--- src/rtl/pwrdn_pkg.sv ---
package pwrdn_pkg;

    typedef enum logic [2:0] {
        ST_ACTIVE = 3'd0,
        ST_LSLEEP = 3'd1,
        ST_SSTBY  = 3'd2,
        ST_SETTLE = 3'd3,
        ST_HSTBY  = 3'd4,
        ST_HEXIT  = 3'd5
    } pd_state_e;

    typedef struct packed {
        logic       cpu_clk_en;
        logic       periph_clk_en;
        logic       periph_rst;
        logic       ram_keep;
        logic       io_hold;
        logic       io_off;
        logic       cpu_rst;
        logic [1:0] mode;
    } pd_ctrl_t;

endpackage

--- src/rtl/pwrdn_timer.sv ---
module pwrdn_timer #(
    parameter int CW = 8
) (
    input  logic          clk,
    input  logic          rst_n,
    input  logic          load_i,
    input  logic [CW-1:0] len_i,
    output logic          last_o
);
    logic [CW-1:0] cnt_q;

    always_ff @(posedge clk) begin
        if (!rst_n)
            cnt_q <= '0;
        else if (load_i)
            cnt_q <= len_i;
        else if (cnt_q != '0)
            cnt_q <= cnt_q - 1'b1;
    end

    assign last_o = (cnt_q == CW'(1));

    // the count stays at zero once it gets there
    assert_no_underflow_R9: assert property (@(posedge clk) disable iff (!rst_n)
        (cnt_q == '0 && !load_i) |=> (cnt_q == '0));
endmodule

--- src/rtl/pwrdn_decode.sv ---
module pwrdn_decode
    import pwrdn_pkg::*;
(
    input  pd_state_e state_i,
    output pd_ctrl_t  ctrl_o
);
    always_comb begin
        ctrl_o = '0;
        unique case (state_i)
            ST_ACTIVE: begin
                ctrl_o.cpu_clk_en    = 1'b1;
                ctrl_o.periph_clk_en = 1'b1;
                ctrl_o.mode          = 2'b00;
            end
            ST_LSLEEP: begin
                ctrl_o.periph_clk_en = 1'b1;
                ctrl_o.ram_keep      = 1'b1;
                ctrl_o.mode          = 2'b01;
            end
            ST_SSTBY, ST_SETTLE: begin
                ctrl_o.periph_rst = 1'b1;
                ctrl_o.ram_keep   = 1'b1;
                ctrl_o.io_hold    = 1'b1;
                ctrl_o.mode       = 2'b10;
            end
            ST_HSTBY: begin
                ctrl_o.periph_rst = 1'b1;
                ctrl_o.ram_keep   = 1'b1;
                ctrl_o.io_off     = 1'b1;
                ctrl_o.cpu_rst    = 1'b1;
                ctrl_o.mode       = 2'b11;
            end
            ST_HEXIT: begin
                ctrl_o.cpu_clk_en    = 1'b1;
                ctrl_o.periph_clk_en = 1'b1;
                ctrl_o.periph_rst    = 1'b1;
                ctrl_o.ram_keep      = 1'b1;
                ctrl_o.io_off        = 1'b1;
                ctrl_o.cpu_rst       = 1'b1;
                ctrl_o.mode          = 2'b11;
            end
            default: ctrl_o = '0;
        endcase
    end
endmodule

--- src/rtl/pwrdn_ctrl.sv ---
module pwrdn_ctrl
    import pwrdn_pkg::*;
#(
    parameter int CW         = 8,
    parameter int RST_CYCLES = 4
) (
    input  logic          clk,
    input  logic          rst_n,
    input  logic          sleep_stb,
    input  logic          ssby_sel,
    input  logic          stby_n,
    input  logic          wake_req,
    input  logic [CW-1:0] settle_cnt,
    output logic          cpu_clk_en_o,
    output logic          periph_clk_en_o,
    output logic          periph_rst_o,
    output logic          ram_keep_o,
    output logic          io_hold_o,
    output logic          io_off_o,
    output logic          cpu_rst_o,
    output logic [1:0]    mode_o
);
    localparam logic [CW-1:0] RST_LEN = CW'(RST_CYCLES);

    pd_state_e     state_q, state_d;
    logic          tmr_load, tmr_last;
    logic [CW-1:0] tmr_len;
    pd_ctrl_t      ctrl;

    always_ff @(posedge clk) begin
        if (!rst_n) state_q <= ST_ACTIVE;
        else        state_q <= state_d;
    end

    always_comb begin
        state_d  = state_q;
        tmr_load = 1'b0;
        tmr_len  = settle_cnt;
        if (!stby_n) begin
            state_d = ST_HSTBY;
        end else begin
            unique case (state_q)
                ST_ACTIVE: if (sleep_stb) state_d = ssby_sel ? ST_SSTBY : ST_LSLEEP;
                ST_LSLEEP: if (wake_req)  state_d = ST_ACTIVE;
                ST_SSTBY: if (wake_req) begin
                    tmr_load = 1'b1;
                    state_d  = (settle_cnt == '0) ? ST_ACTIVE : ST_SETTLE;
                end
                ST_SETTLE: if (tmr_last) state_d = ST_ACTIVE;
                ST_HSTBY: begin
                    tmr_load = 1'b1;
                    tmr_len  = RST_LEN;
                    state_d  = ST_HEXIT;
                end
                ST_HEXIT: if (tmr_last) state_d = ST_ACTIVE;
                default: state_d = ST_ACTIVE;
            endcase
        end
    end

    pwrdn_timer #(.CW(CW)) u_timer (
        .clk    (clk),
        .rst_n  (rst_n),
        .load_i (tmr_load),
        .len_i  (tmr_len),
        .last_o (tmr_last)
    );

    pwrdn_decode u_decode (
        .state_i (state_q),
        .ctrl_o  (ctrl)
    );

    assign cpu_clk_en_o    = ctrl.cpu_clk_en;
    assign periph_clk_en_o = ctrl.periph_clk_en;
    assign periph_rst_o    = ctrl.periph_rst;
    assign ram_keep_o      = ctrl.ram_keep;
    assign io_hold_o       = ctrl.io_hold;
    assign io_off_o        = ctrl.io_off;
    assign cpu_rst_o       = ctrl.cpu_rst;
    assign mode_o          = ctrl.mode;

    assert_sleep_entry_R2: assert property (@(posedge clk) disable iff (!rst_n)
        (mode_o == 2'b00 && sleep_stb && !ssby_sel && stby_n) |=> (mode_o == 2'b01));

    assert_soft_entry_R3: assert property (@(posedge clk) disable iff (!rst_n)
        (mode_o == 2'b00 && sleep_stb && ssby_sel && stby_n) |=> (mode_o == 2'b10 && !cpu_clk_en_o));

    assert_sleep_hold_R4: assert property (@(posedge clk) disable iff (!rst_n)
        (mode_o == 2'b01 && stby_n && !wake_req) |=> (mode_o == 2'b01));

    assert_hw_entry_R5: assert property (@(posedge clk) disable iff (!rst_n)
        (!stby_n) |=> (mode_o == 2'b11 && io_off_o && !cpu_clk_en_o));

    assert_hw_exit_only_active_R7: assert property (@(posedge clk) disable iff (!rst_n)
        (mode_o == 2'b11) |=> (mode_o == 2'b11 || (mode_o == 2'b00 && $past(cpu_rst_o))));

    assert_sleep_wake_R8: assert property (@(posedge clk) disable iff (!rst_n)
        (mode_o == 2'b01 && wake_req && stby_n) |=> (mode_o == 2'b00));
endmodule

--- config.mk ---
export PLATFORM = sky130hd
export DESIGN_NAME = pwrdn_ctrl
export DESIGN_NICKNAME = d
export VERILOG_FILES = /design/src/rtl/pwrdn_pkg.sv /design/src/rtl/pwrdn_timer.sv /design/src/rtl/pwrdn_decode.sv /design/src/rtl/pwrdn_ctrl.sv
export SDC_FILE = /design/constraint.sdc
export NUM_CORES = 1
export LEC_CHECK = 0
export CELL_PAD_IN_SITES_DETAIL_PLACEMENT = 0
export CELL_PAD_IN_SITES_GLOBAL_PLACEMENT = 1
export CORE_ASPECT_RATIO = 0.9
export CORE_UTILIZATION = 30
export CTS_CLUSTER_SIZE = 16
export DETAILED_ROUTE_END_ITERATION = 8
export PLACE_DENSITY = 0.75
export SYNTH_ARGS = -nofsm -noshare
export SYNTH_HDL_FRONTEND = slang
export SYNTH_SLANG_ARGS = --single-unit
export TNS_END_PERCENT = 10
--- constraint.sdc ---
create_clock -name clk -period 1.4 [get_ports clk]
set_clock_uncertainty 0.05 [all_clocks]
set_input_delay 0.28 -clock clk [delete_from_list [all_inputs] [get_ports clk]]
set_output_delay 0.28 -clock clk [all_outputs]
set_load 0.005 [all_outputs]
==> results of run 1 <==
==> flip-flops by register name (all words and copies together) (netlist names) <==
name and flops:
u_timer.cnt_q 8, state_q 3
==> power groups by stage <==
| stage | clock [mW] | sequential, mW | combinational (mW) |
|---|---|---|---|
| global route | 0.250 | 0.595 | 1.76 |
| finish | 0.223 | 0.581 | 1.62 |
| floorplan | 0 | 0.562 | 0.830 |
| CTS | 0.233 | 0.555 | 1.44 |
| global placement | 0 | 0.536 | 1.41 |
| detailed placement | 0 | 0.538 | 1.43 |
==> routing by layer <==
| metal | vias up | share of wire | track usage |
|---|---|---|---|
| li1 | 459 | - | - |
| met1 | 424 | 0.48 | 0.2357 |
| met2 | 9 | 0.49 | 0.2738 |
| met3 | 4 | 0.021 | 0.04897 |
| met4 | 0 | 0.013 | 0.04878 |
| met5 | - | 0 | 0 |
==> how the worst max path moves through the flow <==
| stage | from | endpoint | slack (ns) |
|---|---|---|---|
| 2_1_floorplan | u_timer.cnt_q[5]$_SDFFE_PN0P_ | u_timer.cnt_q[7]$_SDFFE_PN0P_ | -0.04 |
| 4_1_cts | state_q[2]$_SDFFE_PN0P_ | cpu_clk_en_o | -0.14 |
| 3_5_place_dp | wake_req | u_timer.cnt_q[5]$_SDFFE_PN0P_ | -0.54 |
| 3_3_place_gp | wake_req | u_timer.cnt_q[6]$_SDFFE_PN0P_ | -0.41 |
| 5_1_grt | u_timer.cnt_q[5]$_SDFFE_PN0P_ | u_timer.cnt_q[7]$_SDFFE_PN0P_ | -0.15 |
| 6_report | u_timer.cnt_q[3]$_SDFFE_PN0P_ | u_timer.cnt_q[7]$_SDFFE_PN0P_ | -0.10 |
==> stage by stage <==
stage               hold slack [ns]  setup TNS [ns]  utilization  total power [mW]  std cells
finish                       0.5530         -0.5939       0.5532             2.429        173
global route                 0.5762          -1.643       0.5532             2.605        173
CTS                          0.5367          -1.471       0.5132             2.233        173
detailed placement           0.5498          -5.158       0.4858             1.964        168
global placement             0.5349          -4.527       0.4858             1.946        168
floorplan                    0.3362         -0.1244            -             1.392        100
==> cells in the mapped netlist <==
master and count:
a211oi_1 1, a211oi_2 1, a21boi_0 2, a21o_1 2, a21oi_1 8, a22oi_1 2, a2bb2oi_1 1, a31oi_1 2
and3b_1 1, buf_2 2, buf_4 1, clkbuf_1 1, dfxtp_1 11, ha_1 3, inv_1 5, mux2i_1 1
nand2_1 8, nand2b_1 2, nand3_1 2, nand3b_1 1, nor2_1 8, nor2b_1 2, nor3_1 2, nor3b_1 2
nor4_1 6, nor4_4 1, o211ai_1 1, o21a_1 1, o21ai_0 5, o21ai_2 1, o22ai_1 1, o31a_1 1
o31ai_1 2, or2_2 2, or3_2 1, or4_4 1, xnor2_1 3, xor2_1 3
==> layout make-up <==
type	instances	area [sq um]
clock buffer	4	26.28
tap	28	35.03
sequential	11	230.2
timing repair buffer	45	390.4
inverter	5	21.27
fill	232	1102
multi-input combinational	80	661.9
==> cells by family after synthesis <==
kind of cell / Yosys count / synth area share
simple gates: 39 / 0.2859
fa+ha+maj: 3 / 0.04740
xor+xnor: 6 / 0.06636
buf+inv: 9 / 0.05055
compound gates: 31 / 0.2591
flops: 11 / 0.2780
mux: 1 / 0.01264
==> repair_timing <==
| item | CTS | global route |
|---|---|---|
| hold endpoints to repair | 0 | 0 |
| pin swaps | 4 | 9 |
| endpoints found under the setup margin | 19 | 20 |
| gates resized for setup | 54 | 24 |
| setup buffers | 1 | 1 |
==> worst reg2reg max path, cell delays in order (launching register included) <==
cell      delay [ns]
dfxtp_2         0.36
or4_4           0.55
nor4_4          0.16
xnor2_1         0.10
a211oi_2        0.21
==> impl_metrics.yaml, run 1 <==
worst_setup_path:
  worst-path-buf-inv: 0
  crit_fanout: 5
  r2r_cells: 4
  critPathRequiredTime_ns: 1.56
  start_kind: "flop"
  path_delay_family: "simple AND/OR/NAND/NOR gates"
  crit_path_end_kind: "flop"
  crit_path_cell_trace: "or4_4 -> nor4_4 -> xnor2_1 -> a211oi_2"
  cp.depth: 4
  reg2reg_from: "u_timer.cnt_q[3]$_SDFFE_PN0P_"
  r2r_end: "u_timer.cnt_q[7]$_SDFFE_PN0P_"
  r2r_setup_slack_ns: -0.10
  worstPathArrival_ns: 1.66
  worstSetupPathType: "reg -> reg"
  critPathSlowestCell: "or4_4"
  slowest_delay_ns: 0.55
route:
  ant_nets: 0
  drtIter0Drc: 28
  wl_per_cell_um: 14.18
  drc: 0
  vias_per_cell: 5.179
  drtPass1Iterations: 4
  via_count: 896
  drt_wl_total_um: 2454
grt:
  antenna_found_initial: 0
  grt_pass1_wl_um: 3808
  overflow: 0
  grt_usage: 0.1752
  grt_pass1_vias: 849
  grt_max_degree: 12
logic_synthesis:
  ys_types: 38
  yosys.area.top_type: "dfxtp_1"
  ys_top_cells_by_area: "dfxtp_1 28%, a21oi_1 5.1%, ha_1 4.7%, nor4_1 4.7%, nand2_1 3.8%"
  syn_nets: 117
  syn_area_sq_um: 792.0
  synth_seq_cells: 11
  synth.avg_cell_area_sq_um: 7.920
  yosys.area.top_type_share: 0.2780
  netlist_instances: 100
  seq_area_frac_synth: 0.2780
  yosysWarnings: 0
place:
  place_area_sq_um: 1199
  hpwl_um: 1775
  place_ws_ns: -0.5411
  port-buffer-count: 22
  place_congestion: 0.7939
power_and_ir_drop:
  swShare: 0.4117
  ir_worst_vdd_v: 0.001082
  pwr-share-clk: 0.092
  powerDensity_nw_per_um2: 1779
  intPower_mw: 1.429
  power_frac_seq: 0.239
  p_leak_nw: 0.5558
  power.switching_uw: 999.9
  p_comb_frac: 0.669
clock_tree:
  htree_num_levels: 1
  holdBufCountCts: 0
  clock_path_buffers: 2
  clock_latency_ns: 0.28
  cts_tree: "yes"
  numCtsBuffers: 3
  cts-root-buf: "clkbuf_4"
  cts.sinks: 11
  clk_pin_slew_worst_paths_ns: 0.07
sta:
  rsz0062_at_grt: "true"
  slew_violations: 0
  finalSetupViolCount: 12
  slew_headroom: 0.7784
  period_share: 1.071
  worst_pin_slew_ns: 0.3293
  period_minus_slack_ns: 1.500
  finalHoldViolCount: 0
  setup_ws_ns: -0.1001
  max_freq_ghz: 0.6666
cells_and_area:
  layout-area-overhead-vs-synth_pct: 72.35
  antenna_cells: 0
  final_common_cell: "buf_4"
  stdcell_area_sq_um: 1365
  drive_gt1_frac: 0.4483
  mostFrequentLayoutCells: "20 x buf_4, 13 x clkdlybuf4s50_1, 8 x nand2_1, 8 x buf_6, 7 x a21oi_1"
  final_nets: 163
min_path:
  hold_start: "settle_cnt[1]"
  hold_path.class: "in -> reg"
  hold_depth: 3
  hold_end: "u_timer.cnt_q[1]$_SDFFE_PN0P_"
die:
  row_count: 17
  initial_core_util: 0.3210
  num_io_pins: 23
  die_w_um: 56.16
  die-area_sq_um: 2850
  die_y_um: 50.75
  core_sq_um: 2467
run_status:
  violations: "negative setup slack"
  status: "finished, violations left"
job:
  maxCapViolations: 0
No activity file was read; power rests on OpenSTA's default activity.
==> run 2, diff against run 1 <==
--- a/config.mk
+++ b/config.mk
@@ -8,6 +8,7 @@
 export CELL_PAD_IN_SITES_DETAIL_PLACEMENT = 0
 export CELL_PAD_IN_SITES_GLOBAL_PLACEMENT = 1
 export CORE_ASPECT_RATIO = 0.9
+export CORE_MARGIN = 2
 export CORE_UTILIZATION = 30
 export CTS_CLUSTER_SIZE = 16
 export DETAILED_ROUTE_END_ITERATION = 8
==> impl_metrics.yaml, run 2 (synthesis gave the netlist of run 1 again) <==
run_status:
  status: "finished, violations left"
  violations: "negative setup slack"
power_and_ir_drop:
  power.switching_mw: 1.007
  p_leak_nw: 0.5688
  pwr-share-clk: 0.089
  swShare: 0.4145
  power_frac_seq: 0.227
  ir_worst_vdd_v: 0.001216
  intPower_mw: 1.423
  p_comb_frac: 0.684
  powerDensity_nw_per_um2: 1777
  total_power_mw: 2.430
worst_setup_path:
  critPathLaunch: "state_q[2]$_SDFFE_PN0P_"
  crit_path_end_kind: "output pin"
  crit_path_cell_trace: "nand2b_4 -> inv_4 -> or2_4 -> buf_6"
  worstSetupPathType: "reg -> out"
  start_kind: "flop"
  critPathSlowestCell: "dfxtp_4"
  worstPathArrival_ns: 1.16
  slowest_delay_ns: 0.37
  crit_fanout: 4
  reg2reg_from: "u_timer.cnt_q[5]$_SDFFE_PN0P_"
  critPathRequiredTime_ns: 1.07
place:
  place_area_sq_um: 1229
  place_congestion: 0.8181
  dp.cells: 172
  port-buffer-count: 22
  hpwl_um: 1866
  place_ws_ns: -0.5129
route:
  met3_length_um: 75
  drt_wl_total_um: 2520
  drtIter0Drc: 11
  drtPass1Iterations: 4
  top_layer_used: "met3"
  wl_met1_um: 1169
  ant_nets: 0
  via_count: 899
  wl_per_cell_um: 14.24
  vias_per_cell: 5.079
  routed-wl-met2_um: 1275
  drc: 0
sta:
  slew_headroom: 0.7762
  period_minus_slack_ns: 1.494
  max_freq_ghz: 0.6692
  period_share: 1.067
  hold-worst-slack_ns: 0.5402
  slew_violations: 0
  finalSetupViolCount: 12
  finalHoldViolCount: 0
  setup_tns_ns: -0.5383
  rsz0062_at_grt: "true"
  worst_pin_slew_ns: 0.3344
  setup_ws_ns: -0.09441
cells_and_area:
  reg_top3: "u_timer.cnt_q (8), state_q (3)"
  fillCellCount: 234
  layout-area-overhead-vs-synth_pct: 72.67
  regMostFlops: "u_timer.cnt_q"
  stdcell_area_sq_um: 1368
  fin_cells: 177
  mostFrequentLayoutCells: "24 x buf_4, 13 x clkdlybuf4s50_1, 8 x a21oi_1, 8 x nand2_1, 6 x nor2_1"
  utilization: 0.5495
  final_nets: 167
  largest_reg_flops: 8
  final_common_cell: "buf_4"
  drive_gt1_frac: 0.4698
  antenna_cells: 0
clock_tree:
  cts.sinks: 11
  clock_path_buffers: 2
  numCtsBuffers: 3
  cts-root-buf: "clkbuf_4"
  cts_tree: "yes"
  htree_num_levels: 1
  clk_pin_slew_worst_paths_ns: 0.07
  clock_latency_ns: 0.27
grt:
  grt_pass1_vias: 918
  grt_pass1_wl_um: 4174
  grt_max_degree: 12
  overflow: 0
  antenna_found_initial: 0
  grt_usage: 0.1826
die:
  die_y_um: 52.75
  num_io_pins: 23
  die-area_sq_um: 3068
  core_sq_um: 2489
  die_w_um: 58.16
  initial_core_util: 0.3183
  row_count: 17
min_path:
  hold_path.class: "in -> reg"
  hold_start: "settle_cnt[0]"
job:
  maxCapViolations: 0
run 2: per-layer routing:
layer | track usage | vias up
met5 | 0 | -
met4 | 0.02326 | 0
met3 | 0.05185 | 0
met2 | 0.3277 | 13
met1 | 0.2216 | 418
li1 | - | 468
run 2: power by group through the flow:
stage | Sequential, mW | Combinational, mW | Clock (mW)
after floorplan | 0.562 | 0.830 | 0
after global placement | 0.529 | 1.43 | 0
after detailed placement | 0.533 | 1.46 | 0
after CTS | 0.545 | 1.55 | 0.226
after global routing | 0.565 | 1.82 | 0.251
final | 0.551 | 1.66 | 0.217
run 2: cell type report:
| class | count | area (sq um) | area share |
|---|---|---|---|
| flip-flops and latches | 11 | 230.2 | 0.1683 |
| repair buffers | 49 | 401.6 | 0.2937 |
| well taps | 28 | 35.03 | 0.02562 |
| multi-input cells | 80 | 653.1 | 0.4776 |
| clock buffers | 4 | 26.28 | 0.01921 |
| inverters | 5 | 21.27 | 0.01555 |
run 2: repair_timing:
action,4_1_cts,5_1_grt
setup endpoints to repair,19,20
buffers inserted,1,1
pin swaps,3,6
endpoints found under the hold margin,0,0
hold buffers,0,0
resized for setup,38,34
run 2: worst paths after layout:
check,endpoint,slack (ns),cells after the start
worst min-delay path,u_timer.cnt_q[0]$_SDFFE_PN0P_,0.54,3
worst max-delay path,mode_o[1],-0.09,4
worst min register to register,u_timer.cnt_q[7]$_SDFFE_PN0P_,0.55,2
worst max register to register,u_timer.cnt_q[7]$_SDFFE_PN0P_,-0.08,4
run 2: critical path, delay by kind of cell (launching register included):
kind          cells  cell delay [ns]
flops             1             0.37
simple gates      2             0.37
buf+inv           2             0.15
